===== config.mk =====
export PLATFORM = sky130hd
export DESIGN_NAME = i2c_byte_master
export DESIGN_NICKNAME = d
export VERILOG_FILES = /design/src/rtl/i2c_byte_master.sv
export SDC_FILE = /design/constraint.sdc
export NUM_CORES = 1
export LEC_CHECK = 0
export BUFFER_PORTS_ARGS = -buffer_cell sky130_fd_sc_hd__buf_2
export CAP_MARGIN = 20
export CELL_PAD_IN_SITES_DETAIL_PLACEMENT = 1
export CELL_PAD_IN_SITES_GLOBAL_PLACEMENT = 2
export CORE_MARGIN = 1
export CORE_UTILIZATION = 35
export DETAILED_ROUTE_END_ITERATION = 6
export PLACE_DENSITY = 0.82
export SYNTH_ARGS = -nofsm -noshare
export SYNTH_HDL_FRONTEND = slang
export SYNTH_SLANG_ARGS = --single-unit

===== constraint.sdc =====
create_clock -name clk -period 2.1 [get_ports clk]
set_input_delay 0.42 -clock clk [delete_from_list [all_inputs] [get_ports clk]]
set_output_delay 0.42 -clock clk [all_outputs]
set_load 0.05 [all_outputs]

===== src/rtl/i2c_byte_master.sv =====
module i2c_byte_master #(
  parameter logic [7:0] DIV_INIT = 8'd4
) (
  input  logic       clk,
  input  logic       rst_n,
  input  logic       wr_en,
  input  logic [1:0] addr,
  input  logic [7:0] wdata,
  output logic [7:0] rdata,
  output logic       irq,
  input  logic       scl_i,
  input  logic       sda_i,
  output logic       scl_oe,
  output logic       sda_oe
);
  localparam logic [7:0] C_IDLE = 8'hF8, C_START = 8'h08, C_RSTART = 8'h10,
                         C_AW_ACK = 8'h18, C_AW_NAK = 8'h20, C_DW_ACK = 8'h28,
                         C_DW_NAK = 8'h30, C_ARB = 8'h38, C_AR_ACK = 8'h40,
                         C_AR_NAK = 8'h48, C_DR_ACK = 8'h50, C_DR_NAK = 8'h58;

  typedef enum logic [2:0] {S_IDLE, S_WAIT, S_START, S_BYTE, S_STOP} st_t;

  st_t        state;
  logic       owned, si, sta, sto, aa, armed, rs, rx, is_addr, rw, samp, sda_hold;
  logic [7:0] status_q, data_q, ptr_q, div_q, qcnt, sh;
  logic [1:0] q;
  logic [3:0] bitn;
  logic       busy;

  wire ctrl_wr = wr_en && addr == 2'd2;
  wire win_wr  = wr_en && addr == 2'd3;
  wire srst    = win_wr && ptr_q == 8'd1 && armed && wdata == 8'h5A;
  wire launch  = ctrl_wr && !wdata[3] && state == S_IDLE;
  wire tick    = qcnt == div_q;
  wire bit_drv = bitn[3] ? (rx & aa) : (!rx & !sh[7]);
  wire ack     = !samp;

  assign busy = state != S_IDLE;
  assign irq  = si;

  always_comb begin
    case (addr)
      2'd0:    rdata = status_q;
      2'd1:    rdata = data_q;
      2'd2:    rdata = {2'b00, sta, sto, si, aa, 2'b00};
      default: rdata = ptr_q;
    endcase
  end

  always_comb begin
    case (state)
      S_WAIT:  begin scl_oe = 1'b0;                       sda_oe = 1'b0;            end
      S_START: begin scl_oe = (q == 2'd0) ? rs : (q == 2'd3); sda_oe = q[1];        end
      S_BYTE:  begin scl_oe = !q[1];                      sda_oe = bit_drv;         end
      S_STOP:  begin scl_oe = q == 2'd0;                  sda_oe = q != 2'd3;       end
      default: begin scl_oe = owned;                      sda_oe = owned & sda_hold; end
    endcase
  end

  always_ff @(posedge clk or negedge rst_n) begin
    if (!rst_n) begin
      state <= S_IDLE; owned <= 1'b0; si <= 1'b0; sta <= 1'b0; sto <= 1'b0; aa <= 1'b0;
      armed <= 1'b0; rs <= 1'b0; rx <= 1'b0; is_addr <= 1'b0; rw <= 1'b0; samp <= 1'b1;
      sda_hold <= 1'b0; status_q <= C_IDLE; data_q <= '0; ptr_q <= '0; div_q <= DIV_INIT;
      qcnt <= '0; sh <= '0; q <= '0; bitn <= '0;
    end else if (srst) begin
      state <= S_IDLE; owned <= 1'b0; si <= 1'b0; sta <= 1'b0; sto <= 1'b0; aa <= 1'b0;
      armed <= 1'b0; status_q <= C_IDLE; qcnt <= '0; q <= '0;
    end else begin
      if (wr_en && addr == 2'd0) ptr_q <= wdata;
      if (wr_en && addr == 2'd1) data_q <= wdata;
      if (win_wr) begin
        armed <= ptr_q == 8'd1 && wdata == 8'hA5;
        if (ptr_q == 8'd0) div_q <= wdata;
      end
      if (ctrl_wr) begin
        sta <= wdata[5]; sto <= wdata[4]; aa <= wdata[2];
        if (!wdata[3]) si <= 1'b0;
      end
      qcnt <= (state == S_START || state == S_BYTE || state == S_STOP) && !tick ? qcnt + 8'd1 : 8'd0;

      case (state)
        S_IDLE: if (launch) begin
          q <= '0; bitn <= '0;
          if (wdata[4]) begin
            if (owned) state <= S_STOP;
            else begin status_q <= C_IDLE; sto <= 1'b0; end
          end else if (wdata[5]) begin
            if (owned) begin rs <= 1'b1; state <= S_START; end
            else state <= S_WAIT;
          end else if (owned && (status_q == C_START || status_q == C_RSTART)) begin
            state <= S_BYTE; rx <= 1'b0; is_addr <= 1'b1; rw <= data_q[0]; sh <= data_q;
          end else if (owned && (status_q == C_AW_ACK || status_q == C_DW_ACK)) begin
            state <= S_BYTE; rx <= 1'b0; is_addr <= 1'b0; sh <= data_q;
          end else if (owned && (status_q == C_AR_ACK || status_q == C_DR_ACK)) begin
            state <= S_BYTE; rx <= 1'b1; is_addr <= 1'b0;
          end
        end
        S_WAIT: if (scl_i && sda_i) begin state <= S_START; rs <= 1'b0; q <= '0; end
        S_START: if (tick) begin
          q <= q + 2'd1;
          if (q == 2'd3) begin
            state <= S_IDLE; owned <= 1'b1; sda_hold <= 1'b1; si <= 1'b1; sta <= 1'b0;
            status_q <= rs ? C_RSTART : C_START;
          end
        end
        S_BYTE: if (tick) begin
          q <= q + 2'd1;
          if (q == 2'd2) begin
            samp <= sda_i;
            if (!rx && !bitn[3] && sh[7] && !sda_i) begin
              state <= S_IDLE; owned <= 1'b0; si <= 1'b1; status_q <= C_ARB;
            end
          end
          if (q == 2'd3) begin
            if (!bitn[3]) begin
              sh <= {sh[6:0], samp}; bitn <= bitn + 4'd1;
            end else begin
              state <= S_IDLE; si <= 1'b1; sda_hold <= rx & aa;
              if (rx) begin
                data_q <= sh; status_q <= aa ? C_DR_ACK : C_DR_NAK;
              end else if (is_addr) begin
                status_q <= rw ? (ack ? C_AR_ACK : C_AR_NAK) : (ack ? C_AW_ACK : C_AW_NAK);
              end else begin
                status_q <= ack ? C_DW_ACK : C_DW_NAK;
              end
            end
          end
        end
        S_STOP: if (tick) begin
          q <= q + 2'd1;
          if (q == 2'd3) begin
            state <= S_IDLE; owned <= 1'b0; status_q <= C_IDLE; sto <= 1'b0;
          end
        end
        default: state <= S_IDLE;
      endcase
    end
  end
endmodule



==> results.yml, run 1 <==
run_status:
  run_status: "finished with violations"
  violations: "negative setup slack"
clock_tree:
  path_clk_slew_ns: 0.06
  cts-htree-levels: 3
  clock-sinks: 69
  hold_buffers: 0
  numCtsBuffers: 9
  cts-root-buf: "clkbuf_16"
  cts_tree: "built"
  clock_path_buffers: 2
  insertion_delay_ns: 0.33
logic_synthesis:
  ys_ff_latch: 69
  synth_area_sq_um: 4094
  syn_area_per_cell_sq_um: 9.724
  synth_top_area_share_pct: 37.90
  synth_nets: 443
  synth_cell_types: 70
  synth_area_leader_cell: "dfrtp_1"
  async_flop_share_pct: 100.0
  synthCells: 421
  ys_warn_count: 0
  synth_flop_cell: "dfrtp_1"
  yosysSeqAreaShare_pct: 42.39
  synthTopCellsByArea: "dfrtp_1 (38%), mux2_2 (6.1%), dfstp_2 (4.5%)"
  synth_edf_count: 0
critical_path:
  critPathKind: "reg -> reg"
  crit_fanout: 8
  path_cells: "nor4_4, nand3_2, or4_4, o211ai_4, a21oi_4, buf_12, mux2_4"
  slowest_delay_ns: 0.58
  slowest_stage: "or4_4"
  required_ns: 2.31
  cp-end-kind: "register"
  crit_arrival_ns: 2.46
  start_kind: "register"
  reg2reg_depth: 7
drt:
  route.detailed.drc: 0
  viasPerCell: 5.748
  final_antenna_net_count: 0
  dr.pass1.iters: 4
  vias: 3897
  finalWirelength_um: 14620
  post_drt_wl_per_cell_um: 21.56
  drtIter0Drc: 298
floorplan:
  rows: 39
  fp.dieH_um: 110.2
  dieArea_sq_um: 12130
  core_sq_um: 11420
  top_level_ports: 26
  die_x_um: 110.2
  initial_core_util_pct: 35.85
layout:
  n_antenna_cell: 0
  nets: 552
  final_util_pct: 48.72
  syn_to_final_growth_pct: 35.88
  fill_cells: 1296
  post_route_cells_drive_above_1_share_pct: 41.68
placed_design:
  pre_cts_slack_ns: -0.2907
  place.gp.congestion: 0.9672
  post-dp-hpwl_um: 10340
  numPortBuffers: 25
global_routing:
  grt_start_max_net_pins: 70
  grt_pass1_vias: 4127
  antenna_found_initial: 0
  grt_pass1_wl_um: 22720
  grt-ovfl-total: 0
  grt.total_usage_pct: 25.26
timing:
  maxSlewHeadroom_pct: 64.67
  finalHoldViolCount: 0
  worstMarginPinSlew_ns: 0.5233
  rsz0062_at_grt: "true"
  fin_ws_ns: -0.1457
  worst_clock_skew_ns: 0.006537
  fin_crit_ns: 2.246
  fmax_ghz: 0.4453
  setup_viol_count_final: 12
  fin_crit_sh_pct: 106.9
  drv_slew: 0
pwr:
  power_leakage_nw: 2.446
  power_mw: 6.397
  p_per_area_nw_per_um2: 1150
  peakVddDrop_v: 0.0007242
flow_run:
  maxCapViolCount: 0
min_path:
  hp-class: "in -> async"
## path summary, 6_finish.rpt
path	from	to	slack, ns
max reg2reg	ptr_q[4]	sh[1]	-0.15
min in group clk	sda_i	samp	0.38
min reg2reg	bitn[1]	bitn[1]	0.52
min	rst_n	status_q[0]	0.1
max	ptr_q[4]	sh[1]	-0.15
max in group asynchronous	rst_n	div_q[2]	1.65
## critical path, delay by kind of cell (launching register included)
kind                   cells  cell delay, ns
buffers and inverters      1            0.15
flip-flops                 1            0.41
multiplexers               1            0.30
AND/OR/NAND/NOR            3            1.06
AO/OA/AOI/OAI              2            0.19
## repair_timing
action / in CTS / in global routing
setup endpoints to repair: 42 / 35
resized for setup: 23 / 29
cloned: 0 / 0
pin swaps: 11 / 7
endpoints found under the hold margin: 0 / 0
setup buffers: 5 / 9
## metal layers
layer,share of wire [%],global-route usage (%),vias to the layer above
li1,-,-,1776
met4,2.3,9.586,0
met3,4.2,4.821,24
met5,0,0,-
met2,50,42.86,107
met1,43,31.77,1990
## area by class of cell
class	instances	area, sq um	share of cell area, %
inverters	15	67.56	1.215
clock buffers	10	229.0	4.116
flip-flops and latches	69	1739	31.26
multi-input cells	316	2375	42.69
repair buffers	119	908.4	16.33
clock inverters	6	65.06	1.170
well taps	143	178.9	3.216
## metrics by stage
stage	cells	hold WS, ns	TNS (ns)	instance area, sq um
detailed placement	650	0.4784	-7.211	4967
floorplan	421	0.1244	0	4098
global route	678	0.1387	-2.770	5563
global placement	650	0.4777	-5.544	4967
finish	678	0.09784	-1.305	5563
CTS	671	0.1261	-1.170	5391
## synth_stat cells (5+ instances only)
library cell / count
a21oi_1: 35
a31oi_1: 7
clkbuf_1: 14
dfrtp_1: 62
dfstp_2: 7
ha_1: 7
inv_1: 14
mux2_2: 22
mux2_4: 8
nand2_1: 44
nand2b_1: 5
nand3_1: 16
nand3b_1: 5
nor2_1: 33
nor3_1: 11
o21ai_0: 9
o22ai_1: 10
o31ai_1: 5
xnor2_1: 10
xor2_1: 6
## state kept, by name, summed over array words and instances, names as in the netlist
register / count
aa: 1
status_q: 8
ptr_q: 8
sta: 1
div_q: 8
state: 3
q: 2
sto: 1
samp: 1
rw: 1
rs: 1
qcnt: 8
data_q: 8
is_addr: 1
rx: 1
bitn: 4
irq: 1
armed: 1
sda_hold: 1
owned: 1
sh: 8
## cells by family after synthesis
group / share of synthesized area (%)
buffers and inverters: 3.515
AO/OA/AOI/OAI: 17.60
adder cells (fa/ha/maj): 2.139
AND/OR/NAND/NOR: 19.01
flip-flops: 42.39
XOR/XNOR: 3.423
multiplexers: 11.92
## power by group
group	internal [mW]	switching [mW]	total, mW
clock	0.920	0.606	1.53
sequential	1.67	0.401	2.07
combinational	1.23	1.57	2.80
## cells in the final DEF, fill, tap and decap left out, types with 3 or more instances in the layout
master | synthesis | layout
a22o_1 | 4 | 4
xor2_1 | 6 | 6
mux4_2 | 4 | 4
inv_1 | 14 | 12
nand4_1 | 4 | 4
dfstp_2 | 7 | 7
buf_2 | 4 | 23
nor3_2 | 1 | 5
o21ai_0 | 9 | 8
a21oi_1 | 35 | 29
nor2b_1 | 4 | 4
dfrtp_2 | 0 | 3
nand2_1 | 44 | 44
nand3b_1 | 5 | 5
mux2_4 | 8 | 8
clkbuf_16 | 0 | 9
a31oi_1 | 7 | 5
or3_1 | 3 | 3
buf_12 | 0 | 4
and2_1 | 4 | 4
nor3_1 | 11 | 6
o21bai_1 | 3 | 3
mux2_2 | 22 | 22
nand2b_1 | 5 | 4
a21oi_2 | 1 | 7
buf_4 | 1 | 86
dfrtp_1 | 62 | 59
xnor2_1 | 10 | 10
o31ai_1 | 5 | 4
ha_1 | 7 | 5
o22ai_1 | 10 | 9
o211ai_1 | 4 | 4
and3_1 | 4 | 4
mux2i_1 | 3 | 3
nand3_2 | 1 | 4
nand3_1 | 16 | 13
buf_6 | 0 | 6
nor2_1 | 33 | 31
Note: power is estimated with default switching activity, not from simulation.
==> run 2: changes to the inputs <==
Settings changed: CORE_UTILIZATION 35 to 39, PLACE_DENSITY 0.82 to 0.86.
Clock period 2.1 ns to 2.4 ns, I/O delays scaled along.
==> results.yml, run 2 (synthesis gave the netlist of run 1 again) <==
floorplan:
  dieArea_sq_um: 10910
  die_x_um: 104.5
  rows: 37
  top_level_ports: 26
  core_sq_um: 10230
  initial_core_util_pct: 40.01
  fp.dieH_um: 104.5
layout:
  layout_common_cells: "dfrtp_1 (62), nand2_1 (44), buf_4 (41)"
  nets: 501
  layout_commonest_cell: "dfrtp_1"
  design_area_sq_um: 4888
  syn_to_final_growth_pct: 19.41
  instances_no_fill: 620
  post_route_cells_drive_above_1_share_pct: 28.93
  fill_cells: 1208
  n_antenna_cell: 0
drt:
  viasPerCell: 5.837
  dr_wl_met2_um: 6353
  post_drt_wl_per_cell_um: 21.24
  dr.pass1.iters: 4
  final_antenna_net_count: 0
  met1_length_um: 5695
  routed.top_layer: "met4"
  vias: 3619
  drtIter0Drc: 232
  route.detailed.drc: 0
  finalWirelength_um: 13170
  wl_met3_um: 604
pwr:
  power_mw: 4.945
  power_leakage_nw: 2.129
  peakVddDrop_v: 0.0003651
  p_per_area_nw_per_um2: 1012
critical_path:
  required_ns: 1.92
  crit_fanout: 6
  crit_arrival_ns: 1.85
  cp-end-kind: "output port"
  critPathKind: "reg -> out"
  rr_startpoint: "ptr_q[3]"
  r2r_slack_ns: 0.10
  start_kind: "register"
  reg2reg_depth: 6
  rr_endpoint: "sh[5]"
clock_tree:
  numCtsBuffers: 9
  hold_buffers: 0
  cts-root-buf: "clkbuf_8"
  clock_path_buffers: 2
  clock-sinks: 69
  cts-htree-levels: 3
  cts_tree: "built"
  insertion_delay_ns: 0.36
  path_clk_slew_ns: 0.08
placed_design:
  post-dp-hpwl_um: 10110
  dp.cells: 603
  place.gp.congestion: 0.9379
  place_area_sq_um: 4646
  numPortBuffers: 25
flow_run:
  maxCapViolCount: 0
run_status:
  run_status: "complete, no violations"
timing:
  worst_clock_skew_ns: 0.01125
  drv_slew: 0
  maxSlewHeadroom_pct: 53.98
  whs_ns: 0.1639
  fmax_ghz: 0.4298
  setup_viol_count_final: 0
  worstMarginPinSlew_ns: 0.6904
  fin_tns_setup_ns: 0
  finalHoldViolCount: 0
  fin_crit_ns: 2.327
  fin_crit_sh_pct: 96.95
  rsz0062_at_grt: "true"
global_routing:
  antenna_found_initial: 0
  grt-ovfl-total: 0
  grt_pass1_wl_um: 21600
  grt_pass1_vias: 3916
  grt.total_usage_pct: 26.02
  grt_start_max_net_pins: 27
min_path:
  hp-class: "in -> async"
-- run 2: cell types whose count changed in the layout (fill, tap and decap cells not counted), sizes merged --
| cell | before | now |
|---|---|---|
| buf | 119 | 67 |
| bufinv | 1 | 2 |
| clkbuf | 10 | 14 |
| clkinv | 4 | 2 |
| clkinvlp | 2 | 0 |
-- run 2: per-layer routing --
layer,up-vias,track usage (%)
met5,-,0
met4,0,14.80
met3,33,3.759
met2,95,42.19
met1,1836,33.15
li1,1655,-
-- run 2: worst max-delay path by stage --
| stage | startpoint | end | slack, ns | cells past startpoint |
|---|---|---|---|---|
| after floorplan | wdata[5] | sh[0] | 0.25 | 5 |
| after global placement | wdata[0] | sh[0] | 0.08 | 7 |
| after detailed placement | wdata[0] | sh[5] | 0.03 | 7 |
| after CTS | q[1] | sda_oe | 0.06 | 7 |
| after global routing | q[1] | sda_oe | -0.005 | 7 |
| final | q[1] | sda_oe | 0.07 | 7 |
-- run 2: layout make-up --
| cell class | count | area (sq um) | area share [%] |
|---|---|---|---|
| Tap cell | 136 | 170.2 | 3.481 |
| Timing Repair Buffer | 68 | 481.7 | 9.854 |
| Inverter | 15 | 56.30 | 1.152 |
| Clock inverter | 3 | 68.82 | 1.408 |
| Clock buffer | 13 | 148.9 | 3.046 |
| Sequential cell | 69 | 1735 | 35.50 |
| Multi-Input combinational cell | 316 | 2227 | 45.56 |
-- run 2: critical path: stages (launching register included) --
cell,delay (ns)
dfrtp_1,0.43
ha_1,0.23
buf_4,0.17
inv_2,0.10
nand2_1,0.07
a21oi_1,0.15
o31a_1,0.18
buf_6,0.17
-- run 2: through the flow --
step	worst slack [ns]	util [%]
floorplan	0.2502	-
global placement	0.07789	45.41
detailed placement	0.03451	45.41
CTS	0.05593	47.58
global route	-0.004978	47.78
finish	0.07318	47.78
-- run 2: repair_timing --
item                                    CTS  global route
endpoints found under the setup margin    2             3
pin swaps                                 0             0
resized for setup                         3             3
setup buffers                             0             1
-- run 2: report_power, final --
| part | switching, mW | leakage [nW] | internal, mW | total [mW] |
|---|---|---|---|---|
| Combinational | 1.20 | 1.16 | 0.858 | 2.06 |
| Clock | 0.459 | 0.108 | 0.618 | 1.08 |
| Sequential | 0.351 | 0.860 | 1.46 | 1.81 |
| Total | 2.01 | 2.13 | 2.93 | 4.94 |
